File: src/rtl/sat_mac_pkg.sv
package sat_mac_pkg;
   typedef enum logic {
      MAC_LONG = 1'b0,
      MAC_WORD = 1'b1
   } mac_kind_e;
endpackage

File: src/rtl/sat_mac_mult.sv
module sat_mac_mult #(
   parameter int OPW    = 32,
   parameter bit SERIAL = 1'b0,
   localparam int PW    = 2 * OPW
) (
   input  logic           clk,
   input  logic           rst_n,
   input  logic           flush,
   input  logic           start,
   input  logic [OPW-1:0] a,
   input  logic [OPW-1:0] b,
   output logic [PW-1:0]  prod,
   output logic           prod_vld
);
   generate
      if (!SERIAL) begin : g_array
         logic signed [PW-1:0] ax, bx;
         assign ax = {{OPW{a[OPW-1]}}, a};
         assign bx = {{OPW{b[OPW-1]}}, b};
         always_ff @(posedge clk or negedge rst_n) begin
            if (!rst_n) begin
               prod     <= '0;
               prod_vld <= 1'b0;
            end else begin
               prod_vld <= start && !flush;
               if (start) prod <= ax * bx;
            end
         end
      end else begin : g_serial
         localparam int CW = $clog2(OPW + 1);
         logic [PW-1:0]  mcand, accu, accu_nx;
         logic [OPW-1:0] mplier, a_mag, b_mag;
         logic [CW-1:0]  cnt;
         logic           neg, run;
         assign a_mag   = a[OPW-1] ? (~a + 1'b1) : a;
         assign b_mag   = b[OPW-1] ? (~b + 1'b1) : b;
         assign accu_nx = mplier[0] ? (accu + mcand) : accu;
         always_ff @(posedge clk or negedge rst_n) begin
            if (!rst_n) begin
               mcand <= '0; accu <= '0; mplier <= '0; cnt <= '0;
               neg <= 1'b0; run <= 1'b0; prod <= '0; prod_vld <= 1'b0;
            end else if (flush) begin
               run      <= 1'b0;
               prod_vld <= 1'b0;
            end else begin
               prod_vld <= 1'b0;
               if (start) begin
                  mcand  <= {{OPW{1'b0}}, a_mag};
                  mplier <= b_mag;
                  accu   <= '0;
                  cnt    <= CW'(OPW);
                  neg    <= a[OPW-1] ^ b[OPW-1];
                  run    <= 1'b1;
               end else if (run) begin
                  accu   <= accu_nx;
                  mcand  <= mcand << 1;
                  mplier <= mplier >> 1;
                  cnt    <= cnt - 1'b1;
                  if (cnt == CW'(1)) begin
                     run      <= 1'b0;
                     prod_vld <= 1'b1;
                     prod     <= neg ? (~accu_nx + 1'b1) : accu_nx;
                  end
               end
            end
         end
      end
   endgenerate
endmodule

File: src/rtl/sat_mac_alu.sv
module sat_mac_alu
   import sat_mac_pkg::*;
#(
   parameter int OPW  = 32,
   parameter int SATW = 48,
   localparam int PW  = 2 * OPW
) (
   input  mac_kind_e     kind,
   input  logic          sat,
   input  logic [PW-1:0] acc,
   input  logic [PW-1:0] prod,
   output logic [PW-1:0] nxt
);
   localparam logic [PW-1:0]  MAX_W  = {{(PW-SATW+1){1'b0}}, {(SATW-1){1'b1}}};
   localparam logic [PW-1:0]  MIN_W  = ~MAX_W;
   localparam logic [OPW-1:0] MAX_H  = {1'b0, {(OPW-1){1'b1}}};
   localparam logic [OPW-1:0] MIN_H  = ~MAX_H;
   localparam logic [OPW-1:0] ONE_H  = {{(OPW-1){1'b0}}, 1'b1};

   logic [PW-1:0]    sum_l, pext, sum_w;
   logic [OPW-1:0]   lo, p32, sum_h;
   logic [PW-SATW:0] top_bits;
   logic             ovf_l, in_rng, ovf_h;

   always_comb begin
      sum_l    = acc + prod;
      ovf_l    = (acc[PW-1] == prod[PW-1]) && (sum_l[PW-1] != acc[PW-1]);
      top_bits = sum_l[PW-1:SATW-1];
      in_rng   = (top_bits == '0) || (top_bits == '1);
      p32      = prod[OPW-1:0];
      pext     = {{OPW{p32[OPW-1]}}, p32};
      sum_w    = acc + pext;
      lo       = acc[OPW-1:0];
      sum_h    = lo + p32;
      ovf_h    = (lo[OPW-1] == p32[OPW-1]) && (sum_h[OPW-1] != lo[OPW-1]);
      nxt      = sum_l;
      if (kind == MAC_LONG) begin
         if (sat) begin
            if (ovf_l)        nxt = acc[PW-1] ? MIN_W : MAX_W;
            else if (!in_rng) nxt = sum_l[PW-1] ? MIN_W : MAX_W;
            else              nxt = sum_l;
         end
      end else begin
         if (!sat)       nxt = sum_w;
         else if (ovf_h) nxt = {ONE_H, lo[OPW-1] ? MIN_H : MAX_H};
         else            nxt = {acc[PW-1:OPW], sum_h};
      end
   end
endmodule

File: src/rtl/sat_mac_unit.sv
module sat_mac_unit
   import sat_mac_pkg::*;
#(
   parameter int OPW        = 32,
   parameter int HALFW      = 16,
   parameter int SATW       = 48,
   parameter bit SERIAL_MUL = 1'b0
) (
   input  logic           clk,
   input  logic           rst_n,
   input  logic           op_valid,
   input  logic           op_kind,
   input  logic           sat_mode,
   input  logic [OPW-1:0] opnd_a,
   input  logic [OPW-1:0] opnd_b,
   input  logic           clear,
   input  logic           host_wr_hi,
   input  logic           host_wr_lo,
   input  logic [OPW-1:0] host_wdata,
   output logic           busy,
   output logic           done,
   output logic [OPW-1:0] acc_hi,
   output logic [OPW-1:0] acc_lo
);
   localparam int PW = 2 * OPW;

   generate
      if (SATW <= OPW || SATW >= PW) begin : g_bad_satw
         $error("SATW must lie strictly between OPW and 2*OPW");
      end
      if (2 * HALFW > OPW) begin : g_bad_halfw
         $error("word product must fit in OPW bits");
      end
   endgenerate

   mac_kind_e     kind_q;
   logic          sat_q, accept, host_ok, prod_vld;
   logic [OPW-1:0] a_sel, b_sel;
   logic [PW-1:0] prod, nxt;

   assign accept  = op_valid && !busy && !clear;
   assign host_ok = !busy && !clear;

   assign a_sel = (mac_kind_e'(op_kind) == MAC_WORD)
                ? {{(OPW-HALFW){opnd_a[HALFW-1]}}, opnd_a[HALFW-1:0]} : opnd_a;
   assign b_sel = (mac_kind_e'(op_kind) == MAC_WORD)
                ? {{(OPW-HALFW){opnd_b[HALFW-1]}}, opnd_b[HALFW-1:0]} : opnd_b;

   sat_mac_mult #(.OPW(OPW), .SERIAL(SERIAL_MUL)) mult_i (
      .clk(clk), .rst_n(rst_n), .flush(clear), .start(accept),
      .a(a_sel), .b(b_sel), .prod(prod), .prod_vld(prod_vld)
   );

   sat_mac_alu #(.OPW(OPW), .SATW(SATW)) alu_i (
      .kind(kind_q), .sat(sat_q), .acc({acc_hi, acc_lo}),
      .prod(prod), .nxt(nxt)
   );

   always_ff @(posedge clk or negedge rst_n) begin
      if (!rst_n) begin
         acc_hi <= '0;
         acc_lo <= '0;
         busy   <= 1'b0;
         done   <= 1'b0;
         kind_q <= MAC_LONG;
         sat_q  <= 1'b0;
      end else begin
         done <= 1'b0;
         if (clear) begin
            acc_hi <= '0;
            acc_lo <= '0;
            busy   <= 1'b0;
         end else begin
            if (accept) begin
               busy   <= 1'b1;
               kind_q <= mac_kind_e'(op_kind);
               sat_q  <= sat_mode;
            end
            if (prod_vld) begin
               {acc_hi, acc_lo} <= nxt;
               busy <= 1'b0;
               done <= 1'b1;
            end
            if (host_ok && host_wr_hi) acc_hi <= host_wdata;
            if (host_ok && host_wr_lo) acc_lo <= host_wdata;
         end
      end
   end
endmodule

File: config.mk
export PLATFORM = sky130hd
export DESIGN_NAME = sat_mac_unit
export DESIGN_NICKNAME = d
export VERILOG_FILES = /design/src/rtl/sat_mac_pkg.sv /design/src/rtl/sat_mac_mult.sv /design/src/rtl/sat_mac_alu.sv /design/src/rtl/sat_mac_unit.sv
export SDC_FILE = /design/constraint.sdc
export NUM_CORES = 2
export LEC_CHECK = 0
export BUFFER_PORTS_ARGS = -buffer_cell sky130_fd_sc_hd__buf_2
export CAP_MARGIN = 20
export CORE_MARGIN = 4
export CORE_UTILIZATION = 55
export CTS_CLUSTER_SIZE = 25
export DETAILED_ROUTE_END_ITERATION = 7
export GPL_ROUTABILITY_DRIVEN = 0
export PLACE_DENSITY = 0.82
export SETUP_SLACK_MARGIN = 0.02
export SLEW_MARGIN = 20
export SYNTH_ARGS = -nofsm -noshare
export SYNTH_HDL_FRONTEND = slang
export SYNTH_SLANG_ARGS = --single-unit
File: constraint.sdc
create_clock -name clk -period 5.5 [get_ports clk]
set_input_delay 0.275 -clock clk [delete_from_list [all_inputs] [get_ports clk]]
set_output_delay 0.275 -clock clk [all_outputs]
set_load 0.01 [all_outputs]
==> results <==
- The main combinational cell family by area after synthesis is adder cells.
- Synthesis produced 5486 cells.
- In the final timing run, aggregate negative setup slack is -83.21 ns.
- The max-slew violation total from the final report was 0.
- The floorplan step defined a core boundary enclosing 87020 sq um.
- The fraction of the mapped netlist area in compound gates is 0.1110.
- The TritonCTS clock tree is built.
- Counting stages on the worst path, the most repeated cell is sky130_fd_sc_hd__fa_2.
- In this run the vertical extent of the chip is 304.6 um.
- The non-filler instance count after layout is 7145.
- Based on the critical path, the design can be clocked at up to 126.3 MHz.
- The worst setup path is of the in -> reg kind.
- In the final routed layout, each cell accounts on average for 21.82 um.
- The final critical-path share of the clock period is 1.440.
- The sequential fraction of the synthesis area is 0.06879.
- The via count of the first global-routing pass is 45417.
- The cell area after synthesis is 48380 sq um.
- The number of flops mapped to enable cells by yosys is 0.
- The Yosys warning count is 0.
- Among all flip-flop cells after synthesis, the most frequent one is sky130_fd_sc_hd__dfrtp_1.
- The area growth from synthesis to layout is 17.75%.
- The die covers 92770 sq um.
- After clock tree synthesis, the clock-pin slew on the worst setup and hold paths is 0.06 ns.
- At the pin with the least slew margin, the transition time is 0.9948 ns.
- The proportion of layout cells with a drive suffix above 1 is 0.1808.
- CTS built an H-tree with a depth of 4.
- STA puts the critical path data required time at 5.79 ns.
- The smallest clock period supported by the final layout is computed as 7.920 ns.
- The overall routed net length is 155.9 mm.
- The setup slack of the critical path after layout is -2.420 ns.
- Of the total synthesized cell area, the portion taken by XOR and XNOR cells is 0.02806.
- The initial antenna violation count came to 2.
- The worst setup path is captured at a flip-flop.
- The cell with the largest stage delay on the worst path is sky130_fd_sc_hd__fa_2.
- Setup slack on the worst reg-to-reg path comes out at 0.22 ns.
- The first-pass GRT wire length is 241.6 mm.
- The number of search-and-repair iterations in the first detailed-routing pass is 8.
- Across the run, the number of max-cap violations was 0.
- Entering global routing, the biggest net connects 113 pins.
- The synthesized design contains 133 register bits.
- The share of async-settable or async-resettable flops after synthesis is 1.000.
- The floorplan has 108 rows.
- Summed over all layers, the global routing overflow is 0.
- The final count of negative-setup-slack endpoints is 50.
- The clock reaches the later pin of the worst-skew pair after 0.45 ns.
- The tightest min-delay check is of the in -> reg type.
- The number of sinks handled by clock tree synthesis is 133.
- The overall routing resource usage is 0.3268.
- The root buffer selected by CTS is sky130_fd_sc_hd__clkbuf_16.
- For this block, the initial DRC count from the detailed router was 4951.
- The peak fanout along the critical path is 19.
- In this run the cell area measured after placement is 54410 sq um.
- The adder-cell share of the synthesized area is 0.5200.
- The run finished, with violations left.
- Setup repair after global routing could not meet its margin everywhere.
- The mean instance size in the synthesized netlist is 8.819 sq um.
- Yosys mapped the design onto 85 distinct sky130hd cell types.
- The placed cell count is 7048.
- The final worst clock skew is 0.01702 ns.
- Detailed placement ended at an HPWL of 124.6 mm.
- 170 I/O pins were placed.
- The total CTS buffers is 17.
- The worst endpoint data arrival time is 8.21 ns.
- The hold violation count in the final report came to 0.
- In this design, the stage delay of the slowest critical-path cell is 0.60 ns.
- No sink is reached through more buffers than the 2 on the longest clock path.
- The cell type with the highest aggregate area in the netlist is sky130_fd_sc_hd__fa_1.
- The multiplexer share of the synthesized area is 0.002509.
- Measured against its own limit, the worst slew margin works out to 0.3368.
- Synthesis produced a netlist with a net count of 6951.
- The top cell types in the final layout, fill and taps aside, are 1043 x sky130_fd_sc_hd__fa_1, 981 x sky130_fd_sc_hd__inv_1, 705 x sky130_fd_sc_hd__nand2_1, 504 x sky130_fd_sc_hd__buf_4, 436 x sky130_fd_sc_hd__and2_1.
- By area the synthesized netlist is led by sky130_fd_sc_hd__fa_1 45%, sky130_fd_sc_hd__inv_1 7.8%, sky130_fd_sc_hd__ha_1 7.2%.
- The total DRC errors in the routed layout is 17.
- The commonest non-fill, non-tap cell in the layout is sky130_fd_sc_hd__fa_1.
- Hold is met by 0.09233 ns.
- The final reports fail on design-rule violations, negative setup slack.
- The share of the synthesized area in the top cell type is 0.4481.
- The worst setup path is launched from an input pin.
- The net count of the finished layout is 7441.
- The simple-gate area share of the yosys netlist is 0.1677.
- The detailed router placed 42837 vias in this run.
- For this configuration, the core starts out at a cell density of 0.5559.
- The count of buffers added on input and output ports is 169.
- The ratio of routed vias to standard cells is 5.995.
- The floorplan step set the die width to 304.6 um.
- In this run the remaining antenna-violating nets after routing total 0.
- With fillers left out, the area of the finished cells amounts to 56970 sq um.
==> registers in the layout, indices dropped and copies added, names as in the netlist <==
register and flops:
busy 1, acc_lo 32, mult_i.prod 64, done 1, acc_hi 32, sat_q 1
kind_q 1, mult_i.prod_vld 1
==> worst max-delay path: cells and delay by family <==
| family | cells | cell delay [ns] |
|---|---|---|
| XOR/XNOR | 1 | 0.19 |
| buffers and inverters | 8 | 0.89 |
| AND/OR/NAND/NOR | 3 | 0.55 |
| AO/OA/AOI/OAI | 10 | 1.93 |
| adder cells (fa/ha/maj) | 9 | 4.35 |
==> layer usage <==
| metal | part of all wire | track usage | routed length [um] |
|---|---|---|---|
| met5 | 0.00010 | 0 | 16 |
| met4 | 0.076 | 0.1795 | 11890 |
| met3 | 0.11 | 0.07687 | 17710 |
| met2 | 0.47 | 0.5373 | 73120 |
| met1 | 0.34 | 0.4003 | 53150 |
==> synthesized netlist by cell type (4+ instances only) <==
library cell,number
sky130_fd_sc_hd__a2111oi_0,6
sky130_fd_sc_hd__a211o_1,10
sky130_fd_sc_hd__a211oi_1,30
sky130_fd_sc_hd__a21o_1,124
sky130_fd_sc_hd__a21oi_1,237
sky130_fd_sc_hd__a221o_1,25
sky130_fd_sc_hd__a221oi_1,7
sky130_fd_sc_hd__a22oi_1,13
sky130_fd_sc_hd__a311oi_1,9
sky130_fd_sc_hd__a31o_2,6
sky130_fd_sc_hd__a31oi_1,31
sky130_fd_sc_hd__and2_0,4
sky130_fd_sc_hd__and2_1,450
sky130_fd_sc_hd__and3_1,18
sky130_fd_sc_hd__buf_1,6
sky130_fd_sc_hd__buf_2,22
sky130_fd_sc_hd__clkbuf_1,255
sky130_fd_sc_hd__dfrtp_1,133
sky130_fd_sc_hd__fa_1,1083
sky130_fd_sc_hd__ha_1,278
sky130_fd_sc_hd__inv_1,1009
sky130_fd_sc_hd__mux2i_1,11
sky130_fd_sc_hd__nand2_1,721
sky130_fd_sc_hd__nand2b_1,19
sky130_fd_sc_hd__nand3_1,64
sky130_fd_sc_hd__nand4_1,42
sky130_fd_sc_hd__nor2_1,258
sky130_fd_sc_hd__nor2b_1,18
sky130_fd_sc_hd__nor3_1,44
sky130_fd_sc_hd__nor4_1,21
sky130_fd_sc_hd__o211a_1,4
sky130_fd_sc_hd__o211ai_1,15
sky130_fd_sc_hd__o21a_1,27
sky130_fd_sc_hd__o21ai_0,162
sky130_fd_sc_hd__o21ai_1,10
sky130_fd_sc_hd__o21bai_1,18
sky130_fd_sc_hd__o22ai_1,6
sky130_fd_sc_hd__o31a_1,7
sky130_fd_sc_hd__o31ai_1,24
sky130_fd_sc_hd__o41ai_1,4
sky130_fd_sc_hd__or2_2,8
sky130_fd_sc_hd__or3_1,14
sky130_fd_sc_hd__or4_1,4
sky130_fd_sc_hd__xnor2_1,91
sky130_fd_sc_hd__xor2_1,64
==> metrics by stage <==
step           setup slack [ns]    util
3_3_place_gp             -2.979  0.6253
3_5_place_dp             -3.110  0.6253
2_1_floorplan            -2.708       -
6_report                 -2.420  0.6546
4_1_cts                  -2.299  0.6449
5_1_grt                  -2.632  0.6546
==> layout make-up <==
cell class                      instances  area, sq um
Multi-Input combinational cell       4054        41540
Fill cell                            6361        30050
Timing Repair Buffer                  759         6247
Inverter                             1011         3816
Sequential cell                       133         3328
Tap cell                             1155         1445
Clock buffer                           17        425.4
Clock inverter                         15        162.7
Antenna cell                            1        2.502
==> path summary, 6_finish.rpt <==
path / startpoint / to / cells past startpoint
max in group asynchronous: rst_n / mult_i.prod[60] / 3
setup reg to reg: acc_hi[15] / acc_hi[8] / 14
min in group asynchronous: rst_n / acc_hi[10] / 2
setup / recovery: op_kind / mult_i.prod[55] / 31
hold reg to reg: mult_i.prod[36] / mult_i.prod[36] / 2
hold / removal: sat_mode / sat_q / 3
==> kinds of logic after synthesis <==
logic type | after synthesis
muxes | 12
AOI/OAI and AO/OA | 822
DFF | 133
buffers and inverters | 1300
adders and majority gates | 1361
xor gates and xnor gates | 155
and+or+nand+nor | 1703
==> what timing repair did <==
item	in CTS	in global routing
hold buffers	1	0
setup buffers	32	25
cloned	4	3
gates resized for setup	188	148
pin swaps	140	96
endpoints found under the setup margin	53	60
hold endpoints to repair	76	0
Power is left out: the tool's default activity adds up to more than one toggle a clock period on the data nets, which glitch-free logic cannot reach.
